[src/rtl/pwr_i2c_pkg.sv]
package pwr_i2c_pkg;
    typedef enum logic [3:0] {
        ST_IDLE,
        ST_DEVADR,
        ST_DEVACK,
        ST_SUBADR,
        ST_SUBACK,
        ST_WDATA,
        ST_WACK,
        ST_RDATA,
        ST_RACK,
        ST_SKIP
    } bus_state_t;

    localparam logic [7:0] SUB_ENABLE = 8'h00;
    localparam logic [7:0] SUB_VSEL   = 8'h01;
    localparam logic [7:0] SUB_DETCFG = 8'h02;
    localparam int unsigned NUM_RAILS = 5;
    localparam int unsigned NUM_WIDE_SEL = 3;
endpackage

[src/rtl/i2c_line_sync.sv]
module i2c_line_sync #(
    parameter int STAGES = 2
) (
    input  logic clk,
    input  logic rst_n,
    input  logic scl_i,
    input  logic sda_i,
    output logic sda_s,
    output logic scl_rise,
    output logic scl_fall,
    output logic start_ev,
    output logic stop_ev
);
    logic [STAGES-1:0] scl_pipe, sda_pipe;
    logic scl_p, sda_p, scl_s;

    always_ff @(posedge clk or negedge rst_n) begin
        if (!rst_n) begin
            scl_pipe <= '1;
            sda_pipe <= '1;
            scl_p    <= 1'b1;
            sda_p    <= 1'b1;
        end else begin
            scl_pipe <= {scl_pipe[STAGES-2:0], scl_i};
            sda_pipe <= {sda_pipe[STAGES-2:0], sda_i};
            scl_p    <= scl_pipe[STAGES-1];
            sda_p    <= sda_pipe[STAGES-1];
        end
    end

    assign scl_s    = scl_pipe[STAGES-1];
    assign sda_s    = sda_pipe[STAGES-1];
    assign scl_rise = scl_s & ~scl_p;
    assign scl_fall = ~scl_s & scl_p;
    assign start_ev = scl_s & scl_p & sda_p & ~sda_s;
    assign stop_ev  = scl_s & scl_p & ~sda_p & sda_s;
endmodule

[src/rtl/pwr_reg_bank.sv]
module pwr_reg_bank
    import pwr_i2c_pkg::*;
(
    input  logic       clk,
    input  logic       rst_n,
    input  logic       clr_all,
    input  logic       prot_clr,
    input  logic       wr_en,
    input  logic [7:0] wr_addr,
    input  logic [7:0] wr_data,
    output logic [NUM_RAILS-1:0] en_q,
    output logic [7:0] vsel_byte,
    output logic [4:0] det_q
);
    logic [1:0] wide_sel [NUM_WIDE_SEL];
    logic       sys_sel;
    logic       unused_bits;

    assign unused_bits = ^{wr_data[2], wr_data[0]};

    always_ff @(posedge clk or negedge rst_n) begin
        if (!rst_n)                       en_q <= '0;
        else if (clr_all || prot_clr)     en_q <= '0;
        else if (wr_en && wr_addr == SUB_ENABLE) en_q <= wr_data[7:3];
    end

    // Wide selects: ILM (g=0), CD (g=1), AUDIO (g=2); each guarded by its own enable
    for (genvar g = 0; g < NUM_WIDE_SEL; g++) begin : g_wide
        always_ff @(posedge clk or negedge rst_n) begin
            if (!rst_n)       wide_sel[g] <= '0;
            else if (clr_all) wide_sel[g] <= '0;
            else if (wr_en && wr_addr == SUB_VSEL && !en_q[NUM_RAILS-1-g])
                wide_sel[g] <= wr_data[7-2*g -: 2];
        end
    end

    always_ff @(posedge clk or negedge rst_n) begin
        if (!rst_n)       sys_sel <= 1'b0;
        else if (clr_all) sys_sel <= 1'b0;
        else if (wr_en && wr_addr == SUB_VSEL && !en_q[1]) sys_sel <= wr_data[1];
    end

    always_ff @(posedge clk or negedge rst_n) begin
        if (!rst_n)       det_q <= '0;
        else if (clr_all) det_q <= '0;
        else if (wr_en && wr_addr == SUB_DETCFG) det_q <= wr_data[7:3];
    end

    assign vsel_byte = {wide_sel[0], wide_sel[1], wide_sel[2], sys_sel, 1'b0};
endmodule

[src/rtl/pwr_i2c_regs.sv]
module pwr_i2c_regs
    import pwr_i2c_pkg::*;
#(
    parameter logic [6:0] DEV_ADDR    = 7'b0001000,
    parameter int         SYNC_STAGES = 2,
    parameter int         FLAG_W      = 6
) (
    input  logic              clk,
    input  logic              rst_n,
    input  logic              scl_i,
    input  logic              sda_i,
    output logic              sda_oe,
    input  logic              sup_rst,
    input  logic              ovp_trip,
    input  logic [FLAG_W-1:0] flag_in,
    output logic [4:0]        rail_en,
    output logic [1:0]        ilm_vsel,
    output logic [1:0]        cd_vsel,
    output logic [1:0]        aud_vsel,
    output logic              sys_vsel,
    output logic [1:0]        acc_thr,
    output logic [1:0]        uv_thr,
    output logic              pin_mode
);
    localparam int PAD_W = 8 - FLAG_W;

    bus_state_t st, nxt;
    logic [3:0] cnt;
    logic [7:0] sh, sub;
    logic [FLAG_W-1:0] snap;
    logic rw, mack, rd_idx;
    logic sda_s, scl_rise, scl_fall, start_ev, stop_ev;
    logic wr_en;
    logic [7:0] vsel_byte;
    logic [4:0] det_q;
    logic byte_done;

    i2c_line_sync #(.STAGES(SYNC_STAGES)) u_sync (
        .clk(clk), .rst_n(rst_n), .scl_i(scl_i), .sda_i(sda_i),
        .sda_s(sda_s), .scl_rise(scl_rise), .scl_fall(scl_fall),
        .start_ev(start_ev), .stop_ev(stop_ev)
    );

    assign byte_done = scl_fall && (cnt == 4'd8);

    always_comb begin
        nxt = st;
        if (stop_ev)       nxt = ST_IDLE;
        else if (start_ev) nxt = ST_DEVADR;
        else begin
            unique case (st)
                ST_IDLE:   nxt = ST_IDLE;
                ST_DEVADR: if (byte_done) nxt = (sh[7:1] == DEV_ADDR) ? ST_DEVACK : ST_SKIP;
                ST_DEVACK: if (scl_fall)  nxt = rw ? ST_RDATA : ST_SUBADR;
                ST_SUBADR: if (byte_done) nxt = ST_SUBACK;
                ST_SUBACK: if (scl_fall)  nxt = ST_WDATA;
                ST_WDATA:  if (byte_done) nxt = ST_WACK;
                ST_WACK:   if (scl_fall)  nxt = ST_SKIP;
                ST_RDATA:  if (scl_fall && cnt == 4'd7) nxt = ST_RACK;
                ST_RACK:   if (scl_fall)  nxt = (mack && !rd_idx) ? ST_RDATA : ST_SKIP;
                ST_SKIP:   nxt = ST_SKIP;
                default:   nxt = ST_IDLE;
            endcase
        end
    end

    always_ff @(posedge clk or negedge rst_n) begin
        if (!rst_n)       st <= ST_IDLE;
        else if (sup_rst) st <= ST_IDLE;
        else              st <= nxt;
    end

    always_ff @(posedge clk or negedge rst_n) begin
        if (!rst_n) begin
            cnt <= '0; sh <= '0; sub <= '0; snap <= '0;
            rw <= 1'b0; mack <= 1'b0; rd_idx <= 1'b0;
        end else if (sup_rst || start_ev || stop_ev) begin
            cnt <= '0;
        end else begin
            unique case (st)
                ST_DEVADR, ST_SUBADR, ST_WDATA: begin
                    if (scl_rise) begin
                        sh  <= {sh[6:0], sda_s};
                        cnt <= cnt + 4'd1;
                    end else if (byte_done) begin
                        cnt <= '0;
                        if (st == ST_DEVADR) rw  <= sh[0];
                        if (st == ST_SUBADR) sub <= sh;
                    end
                end
                ST_DEVACK: if (scl_fall && rw) begin
                    sh     <= vsel_byte;
                    snap   <= flag_in;
                    rd_idx <= 1'b0;
                    cnt    <= '0;
                end
                ST_RDATA: if (scl_fall) begin
                    sh  <= {sh[6:0], 1'b0};
                    cnt <= (cnt == 4'd7) ? 4'd0 : cnt + 4'd1;
                end
                ST_RACK: begin
                    if (scl_rise) mack <= ~sda_s;
                    else if (scl_fall && mack && !rd_idx) begin
                        sh     <= {snap, {PAD_W{1'b0}}};
                        rd_idx <= 1'b1;
                    end
                end
                default: ;
            endcase
        end
    end

    assign wr_en = (st == ST_WDATA) && byte_done && !sup_rst;

    always_comb begin
        unique case (st)
            ST_DEVACK, ST_SUBACK, ST_WACK: sda_oe = 1'b1;
            ST_RDATA:                      sda_oe = ~sh[7];
            default:                       sda_oe = 1'b0;
        endcase
    end

    pwr_reg_bank u_regs (
        .clk(clk), .rst_n(rst_n), .clr_all(sup_rst), .prot_clr(ovp_trip),
        .wr_en(wr_en), .wr_addr(sub), .wr_data(sh),
        .en_q(rail_en), .vsel_byte(vsel_byte), .det_q(det_q)
    );

    assign ilm_vsel = vsel_byte[7:6];
    assign cd_vsel  = vsel_byte[5:4];
    assign aud_vsel = vsel_byte[3:2];
    assign sys_vsel = vsel_byte[1];
    assign acc_thr  = det_q[4:3];
    assign uv_thr   = det_q[2:1];
    assign pin_mode = det_q[0];
endmodule

[config.mk]
export PLATFORM = sky130hd
export DESIGN_NAME = pwr_i2c_regs
export DESIGN_NICKNAME = d
export VERILOG_FILES = /design/src/rtl/pwr_i2c_pkg.sv /design/src/rtl/i2c_line_sync.sv /design/src/rtl/pwr_reg_bank.sv /design/src/rtl/pwr_i2c_regs.sv
export SDC_FILE = /design/constraint.sdc
export NUM_CORES = 1
export LEC_CHECK = 0
export BUFFER_PORTS_ARGS = -buffer_cell sky130_fd_sc_hd__buf_2
export CORE_UTILIZATION = 50
export CTS_BUF_LIST = sky130_fd_sc_hd__clkbuf_2
export DETAILED_ROUTE_END_ITERATION = 12
export PLACE_DENSITY = 0.69
export SYNTH_ARGS = -nofsm -noshare
export SYNTH_HDL_FRONTEND = slang
export SYNTH_SLANG_ARGS = --single-unit
[constraint.sdc]
create_clock -name clk -period 3.3 [get_ports clk]
set_clock_uncertainty 0.1 [all_clocks]
set_input_delay 0.66 -clock clk [delete_from_list [all_inputs] [get_ports clk]]
set_output_delay 0.66 -clock clk [all_outputs]
set_load 0.02 [all_outputs]
==> reports/qor_table.md <==
| Item | Value |
|---|---|
| Run status | completed |
| Biggest area consumer among synthesized cells | sky130_fd_sc_hd__dfrtp_1 |
| Unique masters post-synth | 58 |
| Count of flip-flops with a built-in enable after synthesis | 0 |
| Average size of a mapped cell | 10.6 sq um |
| Max VDD drop | 0.000228 V |
| Clock input transition at the sequential cells of the worst setup and hold paths | 0.30 ns |
| First-pass GRT wire length | 10.9 mm |
| Remaining routing DRC violations | 0 |
| Post-CTS Resized | 0 |
| Startpoint types | flip-flop |
| Warnings from Yosys | 0 |
| Relative slew slack | 59.1% |
| Pin count of the biggest net entering global routing | 37 |
| DRT iter0 DRCs | 135 |
| Total power divided by cell area | 423 nW/um^2 |
| Most common flop cell mapped by yosys | sky130_fd_sc_hd__dfrtp_1 |
| Post-synthesis sequential area ratio | 46.8% |
| Growth of design area from synthesis to finish | 8.90% |
| Boundary pin count | 30 |
| Num CTS Buffers | 5 |
| Leading cell types by count after synthesis | sky130_fd_sc_hd__dfrtp_1 (50), sky130_fd_sc_hd__nor2_1 (25), sky130_fd_sc_hd__nand2_1 (24) |
| Number of buffers inserted by hold repair at cts | 1 |
| Share of the synthesized area in the top cell type | 41.6% |
| CTS H-tree depth | 2 |
| Post-layout utilization of the core | 58.1% |
| Fmax achieved | 0.367 GHz |
| Drt pass-1 iters | 5 |
| Clock Tree Root | sky130_fd_sc_hd__clkbuf_2 |
| Worst EP required | 2.54 ns |
| RSZ-0062 raised after global routing | false |
| Post-synthesis async set-or-reset flop share | 100% |
| Crit path buffers/inverters | 2 |
| Worst min path class | in2reg |
| Vias in the first global route | 2166 |
| Clock sink count | 56 |
| ANT cells | 0 |
| Top cells by area in the synthesized netlist | sky130_fd_sc_hd__dfrtp_1 (42%), sky130_fd_sc_hd__mux2i_1 (6.0%), sky130_fd_sc_hd__dfstp_2 (5.2%) |
| Cells along the critical path | inv_1 -> o21ai_0 -> a22oi_1 -> nor2_1 -> buf_2 |
| Hold Fails Final Rpt | 0 |
| Seq cells post-synth | 56 |
| Worst-path maximum fanout | 16 |
| Post-detailed-routing wire length | 6.51 mm |
| Average detailed-routed wire length per instance | 16.8 um |
| Final antenna-violating net count | 0 |
| Critical setup path kind | reg2out |
| Post-synth design cell area | 3010 sq um |
| Core Footprint | 5640 sq um |
| Cell class contributing the biggest share of worst-path delay | flip-flops |
| Startpoint of the lowest-slack hold path | scl_i |
| Static leakage | 1.45 nW |
| Via Count | 2247 |
| Die boundary height | 79.6 um |
| Max Root-Sink Buffers | 2 |
| Worst setup EP type | output pin |
| Peak per-stage delay on the critical path | 0.73 ns |
| Actual transition at the worst max-transition pin | 0.614 ns |
| Total GRT Usage | 22.6% |
| Standard-cell row count | 27 |
| Pins over their slew limit | 0 |
| Endpoints failing setup | 0 |
| Final cycle utilization of the critical path | 82.5% |
| Worst hold margin | 0.202 ns |
| Post-Synthesis Cells | 284 |
| Setup Fix Bufs, Post-CTS | 0 |
| Starting utilization of the core area | 53.3% |
| Number of maximum-capacitance constraint violations | 0 |
| Buffers added on ports | 29 |
| Final Wtd Congestion | 0.869 |
| Via count normalized by instance count | 5.81 |
| R2r startpoint | st[2] |
| Ratio of cells with drive above 1 in the final layout | 25.1% |
| HPWL after detailed placement | 4.66 mm |
| Nets | 328 |
| Summed negative setup slack over all endpoints | 0 ns |
| Clock latency of the later-clocked register in the worst-skew pair | 0.45 ns |
| Most numerous cell in the Yosys netlist | sky130_fd_sc_hd__dfrtp_1 |
| Number of antenna violations at the first check in global routing | 0 |
| Origin of the worst setup path | st[1] |
| Arrival time reported for the critical path endpoint | 1.96 ns |
| Overflow after GRT | 0 |
| Standard cell with the maximum stage delay on the critical path | sky130_fd_sc_hd__dfrtp_1 |
| Chip Width | 79.6 um |
| CTS tree | done |
| Post-Syn Nets | 298 |
| Die area | 6330 sq um |
| Final critical-path required period | 2.72 ns |
[per-stage QoR]
stage | instance area [sq um] | cells | worst slack (ns) | power [W]
after detailed placement | 3220 | 378 | 0.873 | 0.00112
after global routing | 3280 | 387 | 0.406 | 0.00147
after CTS | 3280 | 387 | 0.560 | 0.00139
after floorplan | 3010 | 284 | 1.24 | 0.00102
final | 3280 | 387 | 0.578 | 0.00138
after global placement | 3220 | 378 | 0.886 | 0.00112
[worst reg2reg max path, cell delays in order (launching register included)]
cell and delay (ns):
sky130_fd_sc_hd__dfrtp_1 0.81, sky130_fd_sc_hd__nor4b_1 0.12, sky130_fd_sc_hd__buf_4 0.21, sky130_fd_sc_hd__nor2b_1 0.16, sky130_fd_sc_hd__nand4b_2 0.24, sky130_fd_sc_hd__a21oi_4 0.29, sky130_fd_sc_hd__mux2_2 0.37
[where the power goes]
group          switching (W)  internal (W)
clock               0.000216     0.0000523
combinational       0.000136      0.000120
sequential          0.000113      0.000748
total               0.000465      0.000920
[layer usage]
layer	vias up	global-route usage (%)	share of wire (%)
met5	-	0	0
met3	8	3.43	3.8
met2	57	34.7	46
li1	1084	-	-
met1	1098	33.0	49
met4	0	6.55	1.1
[cell type report]
type | instances | area (sq um)
Inverter | 9 | 33.8
Timing Repair Buffer | 35 | 193
Clock inverter | 3 | 17.5
Multi-Input combinational cell | 207 | 1510
Tap cell | 72 | 90.1
Fill cell | 488 | 2360
Sequential cell | 56 | 1410
Clock buffer | 5 | 25.0
[state kept, by name (all words and copies together) (netlist names)]
signal	cells
sh	8
sub	8
snap	6
u_regs.vsel_byte	6
u_regs.det_q	5
u_regs.en_q	5
cnt	4
st	4
u_sync.scl_pipe	2
u_sync.sda_pipe	2
mack	1
rd_idx	1
rw	1
u_regs.sys_sel	1
u_sync.scl_p	1
u_sync.sda_p	1
[cell families (layout without fill, tap and decap cells)]
family	count (synthesis)	count (layout)	share of synthesized area (%)
mux	40	40	15.2
fa+ha+maj	2	2	0.831
buf+inv	21	52	3.24
flops	56	56	46.8
compound gates	52	52	12.2
xor+xnor	2	2	0.582
simple gates	111	111	21.1
[final timing paths]
check | endpoint | slack (ns) | cells past startpoint
min in group asynchronous | sub[6] | 0.53 | 2
hold / removal | u_sync.scl_pipe[0] | 0.20 | 1
hold reg to reg | u_sync.scl_pipe[1] | 0.28 | 0
setup / recovery | sda_oe | 0.58 | 5
setup reg to reg | sh[3] | 0.89 | 6
max in group asynchronous | u_sync.sda_pipe[0] | 1.69 | 3
[cell usage in the layout, fill, tap and decap left out, types with 3 or more instances in the layout]
| cell | count |
|---|---|
| sky130_fd_sc_hd__a21oi_1 | 7 |
| sky130_fd_sc_hd__a22oi_1 | 8 |
| sky130_fd_sc_hd__buf_2 | 29 |
| sky130_fd_sc_hd__buf_4 | 5 |
| sky130_fd_sc_hd__clkbuf_2 | 5 |
| sky130_fd_sc_hd__dfrtp_1 | 50 |
| sky130_fd_sc_hd__dfstp_2 | 6 |
| sky130_fd_sc_hd__inv_1 | 9 |
| sky130_fd_sc_hd__mux2_2 | 14 |
| sky130_fd_sc_hd__mux2_4 | 8 |
| sky130_fd_sc_hd__mux2i_1 | 18 |
| sky130_fd_sc_hd__nand2_1 | 24 |
| sky130_fd_sc_hd__nand2b_1 | 15 |
| sky130_fd_sc_hd__nand3_1 | 10 |
| sky130_fd_sc_hd__nor2_1 | 25 |
| sky130_fd_sc_hd__nor2b_1 | 7 |
| sky130_fd_sc_hd__nor3_1 | 3 |
| sky130_fd_sc_hd__nor4_1 | 3 |
| sky130_fd_sc_hd__o21ai_0 | 13 |
| sky130_fd_sc_hd__o31ai_1 | 4 |
Power figures use the tool's default switching activity.
